<file path="config.mk">
export PLATFORM = sky130hd
export DESIGN_NAME = rand_addr_gen
export DESIGN_NICKNAME = d
export VERILOG_FILES = /design/src/rtl/rand_addr_gen.sv
export SDC_FILE = /design/constraint.sdc
export NUM_CORES = 1
export LEC_CHECK = 0
export BUFFER_PORTS_ARGS = -buffer_cell sky130_fd_sc_hd__buf_2
export CORE_ASPECT_RATIO = 1.5
export CORE_UTILIZATION = 55
export CTS_CLUSTER_DIAMETER = 30
export CTS_CLUSTER_SIZE = 25
export DETAILED_ROUTE_END_ITERATION = 6
export PLACE_DENSITY = 0.83
export SKIP_CTS_REPAIR_TIMING = 1
export SYNTH_ARGS = -nofsm -noshare
export SYNTH_HDL_FRONTEND = slang
export SYNTH_SLANG_ARGS = --single-unit
</file>
<file path="constraint.sdc">
create_clock -name clk -period 4.5 [get_ports clk]
set_input_delay 0 -clock clk [delete_from_list [all_inputs] [get_ports clk]]
set_output_delay 0 -clock clk [all_outputs]
set_load 0.02 [all_outputs]
</file>
<file path="src/rtl/rand_addr_gen.sv">
module rand_addr_gen #(
  parameter int          LW      = 8,
  parameter int          DW      = 8,
  parameter int          ENTRIES = 168,
  parameter int          DEPTH   = 8,
  parameter logic [LW-1:0] SEED  = 8'h01,
  parameter logic [LW-1:0] TAPS  = 8'b1000_1110,
  parameter int          MULT    = 29,
  parameter int          OFS     = 5
) (
  input  logic                        clk,
  input  logic                        rst_n,
  input  logic                        req,
  output logic                        empty,
  output logic                        rd_valid,
  output logic [$clog2(ENTRIES)-1:0]  rd_addr,
  output logic [DW-1:0]               rd_data
);
  localparam int AW  = $clog2(ENTRIES);
  localparam int PW  = $clog2(DEPTH);
  localparam int CW  = PW + 1;
  localparam int PHW = $clog2(LW);

  logic [LW-1:0]  lfsr;
  logic [PHW-1:0] phase;
  logic [AW-1:0]  q [DEPTH];
  logic [PW-1:0]  wp, rp;
  logic [CW-1:0]  cnt;

  function automatic logic [DW-1:0] tbl(input logic [AW-1:0] a);
    return DW'(int'(a) * MULT + OFS);
  endfunction

  wire draw  = (phase == PHW'(LW - 1));
  wire legal = (lfsr < LW'(ENTRIES));
  wire full  = (cnt == CW'(DEPTH));
  wire push  = draw && legal && !full;
  wire pop   = req && !empty;

  assign empty = (cnt == '0);

  always_ff @(posedge clk) begin
    if (!rst_n) begin
      lfsr  <= SEED;
      phase <= '0;
    end else begin
      lfsr  <= {lfsr[LW-2:0], ^(lfsr & TAPS)};
      phase <= phase + PHW'(1);
    end
  end

  always_ff @(posedge clk) begin
    if (push) q[wp] <= lfsr[AW-1:0];
  end

  always_ff @(posedge clk) begin
    if (!rst_n) begin
      wp  <= '0;
      rp  <= '0;
      cnt <= '0;
    end else begin
      if (push) wp <= (wp == PW'(DEPTH - 1)) ? '0 : wp + PW'(1);
      if (pop)  rp <= (rp == PW'(DEPTH - 1)) ? '0 : rp + PW'(1);
      if (push && !pop)      cnt <= cnt + CW'(1);
      else if (pop && !push) cnt <= cnt - CW'(1);
    end
  end

  always_ff @(posedge clk) begin
    if (!rst_n) begin
      rd_valid <= 1'b0;
      rd_addr  <= '0;
      rd_data  <= '0;
    end else begin
      rd_valid <= pop;
      if (pop) begin
        rd_addr <= q[rp];
        rd_data <= tbl(q[rp]);
      end
    end
  end


  lfsr_nonzero_chk: assert property (@(posedge clk) disable iff (!rst_n) lfsr != '0);

  addr_range_chk: assert property (@(posedge clk) disable iff (!rst_n) rd_valid |-> rd_addr < AW'(ENTRIES));

  no_overflow_chk: assert property (@(posedge clk) disable iff (!rst_n) cnt <= CW'(DEPTH));

  pop_valid_chk: assert property (@(posedge clk) disable iff (!rst_n) (req && !empty) |=> rd_valid);

  no_empty_pop_chk: assert property (@(posedge clk) disable iff (!rst_n) (req && empty) |=> !rd_valid);

  empty_hold_chk: assert property (@(posedge clk) disable iff (!rst_n) (empty && !draw) |=> empty);
endmodule

</file>
==> results of run 1 <==
[layout make-up]
cell class,count,area (sq um),area share
Tap cell,105,131.4,0.02544
Sequential cell,105,2744,0.5313
Inverter,21,78.83,0.01526
Multi-Input combinational cell,186,1690,0.3273
Timing Repair Buffer,33,210.2,0.04070
Clock inverter,6,81.33,0.01575
Clock buffer,10,229.0,0.04433
[registers in the layout, summed over array words and instances (netlist names), named ones only]
register	flops
cnt	4
lfsr	8
phase	3
q	64
rd_addr	8
rd_data	8
rd_valid	1
rp	3
wp	3
[per-stage QoR]
stage / hold slack, ns / area [sq um] / worst slack (ns) / total power, mW / util
after floorplan: 0.3006 / 4574 / 0.1310 / 2.425 / -
after global placement: 0.4096 / 4853 / 0.2835 / 2.754 / 0.6023
after detailed placement: 0.4170 / 4853 / 0.1940 / 2.810 / 0.6023
after CTS: 0.09360 / 5164 / 0.1342 / 3.643 / 0.6408
after global routing: 0.1548 / 5165 / 0.03700 / 3.855 / 0.6410
final: 0.09858 / 5165 / 0.2439 / 3.608 / 0.6410
[metal layers]
layer,up-vias,track usage,wire length [um]
met5,-,0,0
met4,0,0.1423,386
met3,28,0.04720,270
met2,56,0.3874,4633
met1,1276,0.2188,3089
li1,1222,-,-
[how the worst min path moves through the flow]
stage                     startpoint         end  slack [ns]  cells past startpoint
after global placement      phase[0]    phase[0]        0.41                      1
final                          rst_n     lfsr[0]         0.1                      2
after global routing           rst_n     lfsr[0]        0.15                      2
after CTS                      rst_n     lfsr[0]        0.09                      2
after detailed placement    rd_valid    rd_valid        0.42                      1
after floorplan                rst_n  rd_addr[7]        0.30                      3
[report_power, final]
group | total, mW | switching [mW] | internal [mW]
clock | 0.806 | 0.321 | 0.484
sequential | 1.19 | 0.0747 | 1.12
combinational | 1.61 | 0.861 | 0.751
[cells by family (layout without fill, tap and decap cells)]
| logic type | after synthesis | after routing | synth area share |
|---|---|---|---|
| flip-flops | 105 | 105 | 0.5996 |
| AND/OR/NAND/NOR | 73 | 73 | 0.08124 |
| AO/OA/AOI/OAI | 36 | 36 | 0.05225 |
| buffers and inverters | 36 | 70 | 0.03310 |
| multiplexers | 31 | 31 | 0.1064 |
| adder cells (fa/ha/maj) | 28 | 28 | 0.08971 |
| XOR/XNOR | 18 | 18 | 0.03774 |
[cell usage in the layout, fill, tap and decap left out, types with 9 or more instances in the layout]
cell / n
clkbuf_16: 9
mux2i_1: 16
ha_1: 20
edfxtp_1: 64
buf_4: 12
and2_1: 15
mux4_2: 13
dfxtp_1: 40
nand2_1: 29
xnor2_1: 13
buf_2: 20
o21ai_0: 10
inv_1: 21
==> out/summary.txt, run 1 <==
Status - finished, final reports clean
Die width - 76.46 um
IO Pins - 21
Fin Clk Skew - 0.009680 ns
Area leader, netlist - edfxtp_1
Number of buffers and inverters on the critical path - 3
# Max-Cap Violations - 0
Critical path depth - 14
Top cells by area, synth - edfxtp_1, dfxtp_1, mux4_2
Avg Synthesized Cell Area - 13.99 sq um
WL/cell - 17.98 um
Layout cells sized above 1 - 0.1828
Placed insts - 450
Die footprint - 8693 sq um
Vias post-DR - 2582
Fin. Hold Viols - 0
Pre-antenna DRT Iters - 4
Post-synth EDFFs - 64
Pin count of the biggest net entering global routing - 39
R2r endpoint - rd_data[7]
Leak - 2.031 nW
Tmin final - 4.256 ns
CTS Buf Count - 9
Seq cells post-synth - 105
Layout Area Growth over Synthesis - 12.91%
Slew Limit Fails - 0
Post-synth top flop - edfxtp_1
Clock Tree Root - clkbuf_16
Netlist cell types - 35
Antenna violations before repair - 0
Vias per cell - 5.541
RSZ-0062 raised after global routing - no
CTS tree - yes
Worst hold-check path type - in2reg
CP delay by family, top - adder cells
Critical Path End - rd_data[7]
Number of I/O port buffers - 20
CTS Sinks - 105
Slew margin rel. - 0.4377
Cell breakdown of the critical path - buf_12, mux4_2, mux2_2, fa_1, inv_1, fa_1, inv_1, ha_1, ha_1, a31oi_1, o21ai_0, xnor3_2, xnor2_1, a21oi_1
Fin cells - 466
Setup-failing EPs final - 0
Peak VDD IR - 0.7321 mV
Seq/Total Area, Yosys - 0.5996
Gate Count Post-Synth - 327
Num rows - 40
Clk_lat worst skew - 0.35 ns
Core ar. - 8058 sq um
ANT cells - 0
Commonest cells in the netlist - edfxtp_1, dfxtp_1, nand2_1
Syn. warnings - 0
Crit share post-route - 0.9458
Maximum fanout along the worst path - 16
Worst Path Required - 4.72 ns
Max H-tree Level - 3
Fill cell count - 571
Syn Std Cell Area - 4574 sq um
RePlAce Congestion - 0.8289
Async SR Flop Fraction - 0
Detailed-route DRC error count - 0
Slowest stage delay, CP - 0.54 ns
Top-count cell post-synth - edfxtp_1
DRT antenna net count - 0
Crit start category - flop
Syn nets - 358
Final TNS setup - 0 ns
Peak Freq - 235.0 MHz
Worst Reg-to-Reg Cells - 14
First-pass GRT wire length - 13500 um
Clock tree buffer depth - 2
HPWL after DPL - 5983 um
Drt total wl - 8381 um
DRT iter0 DRCs - 205
Power per cell area - 698.5 nW/um^2
Clock input transition at the sequential cells of the worst setup and hold paths - 0.07 ns
Worst setup EP type - flop
Slowest-stage cell, CP - fa_1
Die H - 113.7 um
Initial Utilization - 0.5677
Crit Path Category - reg2reg
Nets - 387
Worst Path Arrival - 4.48 ns
Total gr overflow - 0
GRT Total Usage - 0.2134
Flop2flop setup slack - 0.24 ns
Number of global-route vias before repair - 2668
Worst-Margin Slew - 0.8404 ns
Synth top area share - 0.4201
Note: power is estimated with default switching activity, not from simulation.
==> run 2: changes to the inputs <==
- CORE_UTILIZATION: 55 -> 54
- PLACE_DENSITY: 0.83 -> 0.82
- clock period: 4.5 -> 3.9 ns (I/O delays scaled with it)
==> run 2 against run 1 <==
  * Non-clock buffer count is 8 higher
  * Hold slack improved by 0.031 ns
  * Cell area is 3.9% higher
  * Clock skew fell by 0.00093 ns
  * Critical endpoint is now rd_data[6]
  * Highest routed layer unchanged
==> out/summary.txt, run 2 (synthesis results as in run 1) <==
Worst hold-check path type - in2reg
Flop2flop setup slack - 0.06 ns (-0.19 ns)
Die H - 114.7 um (+0.91%)
DRT antenna net count - 0 (unchanged)
Antenna violations before repair - 0 (unchanged)
Vias per cell - 5.561 (+0.37%)
Leak - 2.081 nW (+2.5%)
IO Pins - 21 (unchanged)
Tightest hold margin - 0.1297 ns (+0.03114 ns)
CTS Buf Count - 9 (unchanged)
Fin Clk Skew - 0.008749 ns (-0.0009306 ns)
Hold Crit Depth - 2 (unchanged)
Final Cell Area - 5364 sq um (+3.9%)
Commonest non-fill, non-tap cell in the layout - edfxtp_1
Die footprint - 8851 sq um (+1.8%)
Clk_lat worst skew - 0.35 ns (about the same)
Power per cell area - 895.6 nW/um^2 (+28%)
Worst Path Arrival - 4.08 ns (-0.40 ns)
Detailed-route DRC error count - 0 (unchanged)
# Max-Cap Violations - 0 (unchanged)
Number of global-route vias before repair - 2716 (+1.8%)
Status - finished, final reports clean
Total gr overflow - 0 (unchanged)
ANT cells - 0 (unchanged)
Pre-antenna DRT Iters - 4 (unchanged)
DRT iter0 DRCs - 198 (-3.4%)
Worst Path Required - 4.13 ns (-0.59 ns)
Pin count of the biggest net entering global routing - 39 (unchanged)
First-pass GRT wire length - 13990 um (+3.7%)
Crit start category - flop
Peak Freq - 260.3 MHz (+11%)
Max H-tree Level - 3 (unchanged)
WL/cell - 19.63 um (+9.2%)
Tmin final - 3.842 ns (-0.4138 ns)
GRT Total Usage - 0.2220 (+0.008519)
RePlAce Congestion - 0.7848 (-5.3%)
Biggest register - q
Vias post-DR - 2636 (+2.1%)
Post-Place Cell Area - 4991 sq um (+2.8%)
CTS tree - yes
Worst setup EP type - flop
RSZ-0062 raised after global routing - yes
Peak VDD IR - 0.7838 mV (+7.1%)
Num rows - 40 (unchanged)
Slew margin rel. - 0.3712 (-0.06648)
Crit Path Category - reg2reg
Slew Limit Fails - 0 (unchanged)
Crit share post-route - 0.9852 (+0.03941)
Commonest non-fill, non-tap cells in the layout - edfxtp_1, dfxtp_1, nand2_1, buf_2
Initial Utilization - 0.5642 (-0.003504)
Worst Reg-to-Reg Cells - 14 (unchanged)
HPWL after DPL - 6207 um (+3.7%)
Layout Area Growth over Synthesis - 17.26%
Worst-Margin Slew - 0.9391 ns (+0.09871 ns)
Die width - 77.15 um (+0.90%)
Number of I/O port buffers - 20 (unchanged)
Nets - 395 (+2.1%)
Setup-failing EPs final - 0 (unchanged)
Placed insts - 456 (+1.3%)
Clock input transition at the sequential cells of the worst setup and hold paths - 0.07 ns (about the same)
Clock tree buffer depth - 2 (unchanged)
Max reg flops - 64 (unchanged)
Layout cells sized above 1 - 0.2520 (+0.06921)
Clock Tree Root - clkbuf_16
Fin cells - 474 (+1.7%)
Maximum fanout along the worst path - 8 (-8)
Drt total wl - 9305 um (+11%)
Fin. Hold Viols - 0 (unchanged)
Core ar. - 8108 sq um (+0.62%)
CTS Sinks - 105 (unchanged)
==> run 2: cell types whose count changed in the layout (fill, tap and decap cells not counted), sizes merged <==
cell      change
buf           +8
bufinv        -2
clkbuf        +1
clkinv        -1
clkinvlp      +2
==> run 2: cell type report <==
type	instances	area (sq um)
clock buffers	11	254.0
clock inverters	5	37.54
fillers	533	2744
inverters	21	78.83
multi-input cells	186	1831
flip-flops and latches	105	2745
well taps	105	131.4
repair buffers	41	286.5
==> run 2: worst max-delay path, stage by stage (launching register included) <==
cell	delay (ns)
dfxtp_2	0.34
buf_12	0.13
mux4_2	0.52
mux2_4	0.31
fa_1	0.54
inv_1	0.05
fa_1	0.48
inv_1	0.06
ha_4	0.24
ha_4	0.25
a21o_1	0.18
a21oi_2	0.16
xor2_1	0.18
o21ai_0	0.10
and2_1	0.19
==> run 2: where the power goes <==
group          total (mW)  internal [mW]  switching, mW
sequential           1.37           1.29         0.0854
clock               0.861          0.474          0.387
combinational        2.57           1.29           1.28
total                4.80           3.05           1.75
==> run 2: per-layer routing <==
metal | global-route usage | share of wire
met2 | 0.4153 | 0.57
met3 | 0.03267 | 0.031
met4 | 0.1799 | 0.053
met5 | 0 | 0
met1 | 0.2129 | 0.35
==> run 2: stage by stage <==
stage               setup WS [ns]  power (mW)  utilization  TNS [ns]
detailed placement       -0.03399       3.663       0.6156  -0.03399
floorplan                0.003044       3.099            -         0
global placement          0.06371       3.564       0.6156         0
global route             -0.03821       5.074       0.6616  -0.07417
CTS                      -0.05831       4.551       0.6515  -0.06495
finish                    0.05773       4.804       0.6616         0
==> run 2: worst paths after layout <==
| check | start | to |
|---|---|---|
| setup / recovery | flop | rd_data[6] |
| hold reg to reg | phase[0] | phase[0] |
| setup reg to reg | flop | rd_data[6] |
| hold / removal | rst_n | lfsr[0] |
==> run 3: changes to the inputs <==
- PLACE_DENSITY: 0.82 -> 0.71
==> run 3 against run 2 <==
  * Sequential share of layout area about the same
  * Via count shrank 4.2%
  * Count of clock-buffer cells in the layout rose by 3
  * Sequential power about the same
  * Largest power group unchanged
  * First-iteration DRC count fell by 56%
  * Setup slack better by 0.00076 ns
  * Hold slack worse by 0.014 ns
  * Fmax about the same
==> out/summary.txt, run 3 (synthesis results as in run 1) <==
Num rows - 40 (unchanged)
Number of global-route vias before repair - 2548 (-6.2%)
RePlAce Congestion - 0.7801 (-0.60%)
Core ar. - 8108 sq um (unchanged)
Fin cells - 479 (+1.1%)
Storage element area - 2746 sq um (about the same)
Pre-antenna DRT Iters - 4 (unchanged)
Detailed-route DRC error count - 0 (unchanged)
HPWL after DPL - 5813 um (-6.4%)
Vias per cell - 5.273 (-5.2%)
CTS Sinks - 105 (unchanged)
Slew margin rel. - 0.4496 (+0.07837)
Slowest-stage cell, CP - mux4_2
Net Sw Frac - 0.3540 (-0.01096)
Max reg flops - 64 (unchanged)
Biggest register - q
Worst Path Arrival - 4.07 ns (about the same)
Leak - 2.091 nW (+0.50%)
Slowest stage delay, CP - 0.52 ns (-0.02 ns)
Pre-CTS WS - -0.03184 ns (+0.002148 ns)
Total gr overflow - 0 (unchanged)
Seq pwr share - 0.287 (about the same)
Net Sw Power - 1.691 mW (-3.5%)
Die width - 77.15 um (unchanged)
Commonest non-fill, non-tap cell in the layout - edfxtp_1
Clock tree buffer depth - 2 (unchanged)
Number of I/O port buffers - 20 (unchanged)
Worst setup EP type - flop
Worst-Margin Slew - 0.8226 ns (-0.1165 ns)
WL/cell - 17.31 um (-12%)
Pin count of the biggest net entering global routing - 39 (unchanged)
Crit Path Category - reg2reg
Initial Utilization - 0.5642 (unchanged)
Most used cell, CP - inv_2
Commonest non-fill, non-tap cells in the layout - edfxtp_1, dfxtp_1, nand2_1, buf_4, buf_2
Nets - 400 (+1.3%)
Status - finished, final reports clean
Fin Clk Skew - 0.006234 ns (-0.002515 ns)
Vias post-DR - 2526 (-4.2%)
Setup slack after layout - 0.05849 ns (+0.0007576 ns)
Number of buffers and inverters on the critical path - 5 (+2)
Antenna violations before repair - 0 (unchanged)
Drt total wl - 8292 um (-11%)
GRT Total Usage - 0.2036 (-0.01832)
Layout cells sized above 1 - 0.2594 (+0.007326)
CTS tree - yes
Slew Limit Fails - 0 (unchanged)
Worst hold-check path type - in2reg
Gate power share - 0.534 (about the same)
Die footprint - 8851 sq um (unchanged)
Clock input transition at the sequential cells of the worst setup and hold paths - 0.06 ns (about the same)
Die H - 114.7 um (unchanged)
RSZ-0062 raised after global routing - yes
CTS Buf Count - 9 (unchanged)
DRT antenna net count - 0 (unchanged)
Clk_lat worst skew - 0.35 ns (about the same)
Fill cell count - 585 (+9.8%)
CP delay by family, top - adder cells
Clock Tree Root - clkbuf_16
Cell breakdown of the critical path - buf_12, mux4_2, mux2i_4, inv_2, buf_6, fa_1, inv_2, fa_1, inv_2, ha_4, ha_4, a31oi_4, o21ai_2, xnor3_2, xnor2_1, a21oi_1
First-pass GRT wire length - 13150 um (-6.0%)
Tmin final - 3.842 ns (-0.0007576 ns)
Crit start category - flop
Setup-failing EPs final - 0 (unchanged)
Crit share post-route - 0.9850 (about the same)
DRT iter0 DRCs - 87 (-56%)
IO Pins - 21 (unchanged)
Fin. Hold Viols - 0 (unchanged)
Peak Freq - 260.3 MHz (about the same)
Internal power - 3.086 mW (+1.2%)
Worst Path Required - 4.13 ns (about the same)
Area occupied by multi-input gates - 1824 sq um (-0.34%)
Layout Area Growth over Synthesis - 17.42%
Peak VDD IR - 0.6233 mV (-20%)
Maximum fanout along the worst path - 6 (-2)
# Max-Cap Violations - 0 (unchanged)
Placed insts - 456 (unchanged)
Clk network pwr share - 0.179 (about the same)
Power per cell area - 889.3 nW/um^2 (-0.70%)
Max H-tree Level - 3 (unchanged)
ANT cells - 0 (unchanged)
[run 3: cell count changes in the layout (fill, tap and decap cells not counted), sizes merged]
| cell | change |
|---|---|
| clkinv | -2 |
| clkinvlp | -1 |
| clkbuf | +3 |
| buf | +5 |
[run 3: area by class of cell]
class	instances	area share
Clock buffer	14	0.04938
Clock inverter	2	0.002562
Inverter	21	0.01468
Multi-Input combinational cell	186	0.3396
Sequential cell	105	0.5113
Tap cell	105	0.02446
Timing Repair Buffer	46	0.05800
[run 3: worst reg2reg max path: cells and delay by family, from the launching register on]
| family | cells | cell delay (ns) |
|---|---|---|
| xor gates and xnor gates | 2 | 0.46 |
| AOI/OAI and AO/OA | 3 | 0.30 |
| buffers and inverters | 5 | 0.40 |
| adders and majority gates | 4 | 1.52 |
| muxes | 2 | 0.69 |
| DFF | 1 | 0.35 |
[run 3: final timing paths]
kind | start | depth (start not counted) | slack (ns) | endpoint
min | rst_n | 2 | 0.12 | lfsr[0]
min reg2reg | phase[0] | 1 | 0.44 | phase[0]
max reg2reg | flop | 16 | 0.06 | rd_data[7]
max | flop | 16 | 0.06 | rd_data[7]
[run 3: stage by stage]
| step | setup TNS (ns) | util | area (sq um) | total power [mW] | hold slack (ns) |
|---|---|---|---|---|---|
| after floorplan | 0 | - | 4677 | 3.099 | 0.3006 |
| after global placement | 0 | 0.6134 | 4974 | 3.491 | 0.4097 |
| after detailed placement | -0.03184 | 0.6134 | 4974 | 3.568 | 0.4208 |
| after CTS | -0.04370 | 0.6478 | 5253 | 4.417 | 0.1302 |
| after global routing | -0.06740 | 0.6625 | 5371 | 5.081 | 0.1652 |
| final | 0 | 0.6625 | 5371 | 4.777 | 0.1159 |
[run 3: power by group through the flow]
stage	combinational, mW	sequential, mW	clock (mW)
floorplan	1.64	1.45	0
global placement	2.10	1.39	0
detailed placement	2.18	1.39	0
CTS	2.19	1.37	0.859
global route	2.80	1.38	0.901
finish	2.55	1.37	0.856
[run 3: routing by layer]
layer  GRT usage  wire length (um)  vias up
met5           0                 0        -
met4      0.1409               297        0
met3     0.02231               146       17
met2      0.3558              4385       41
met1      0.2339              3461     1220
li1            -                 -     1248
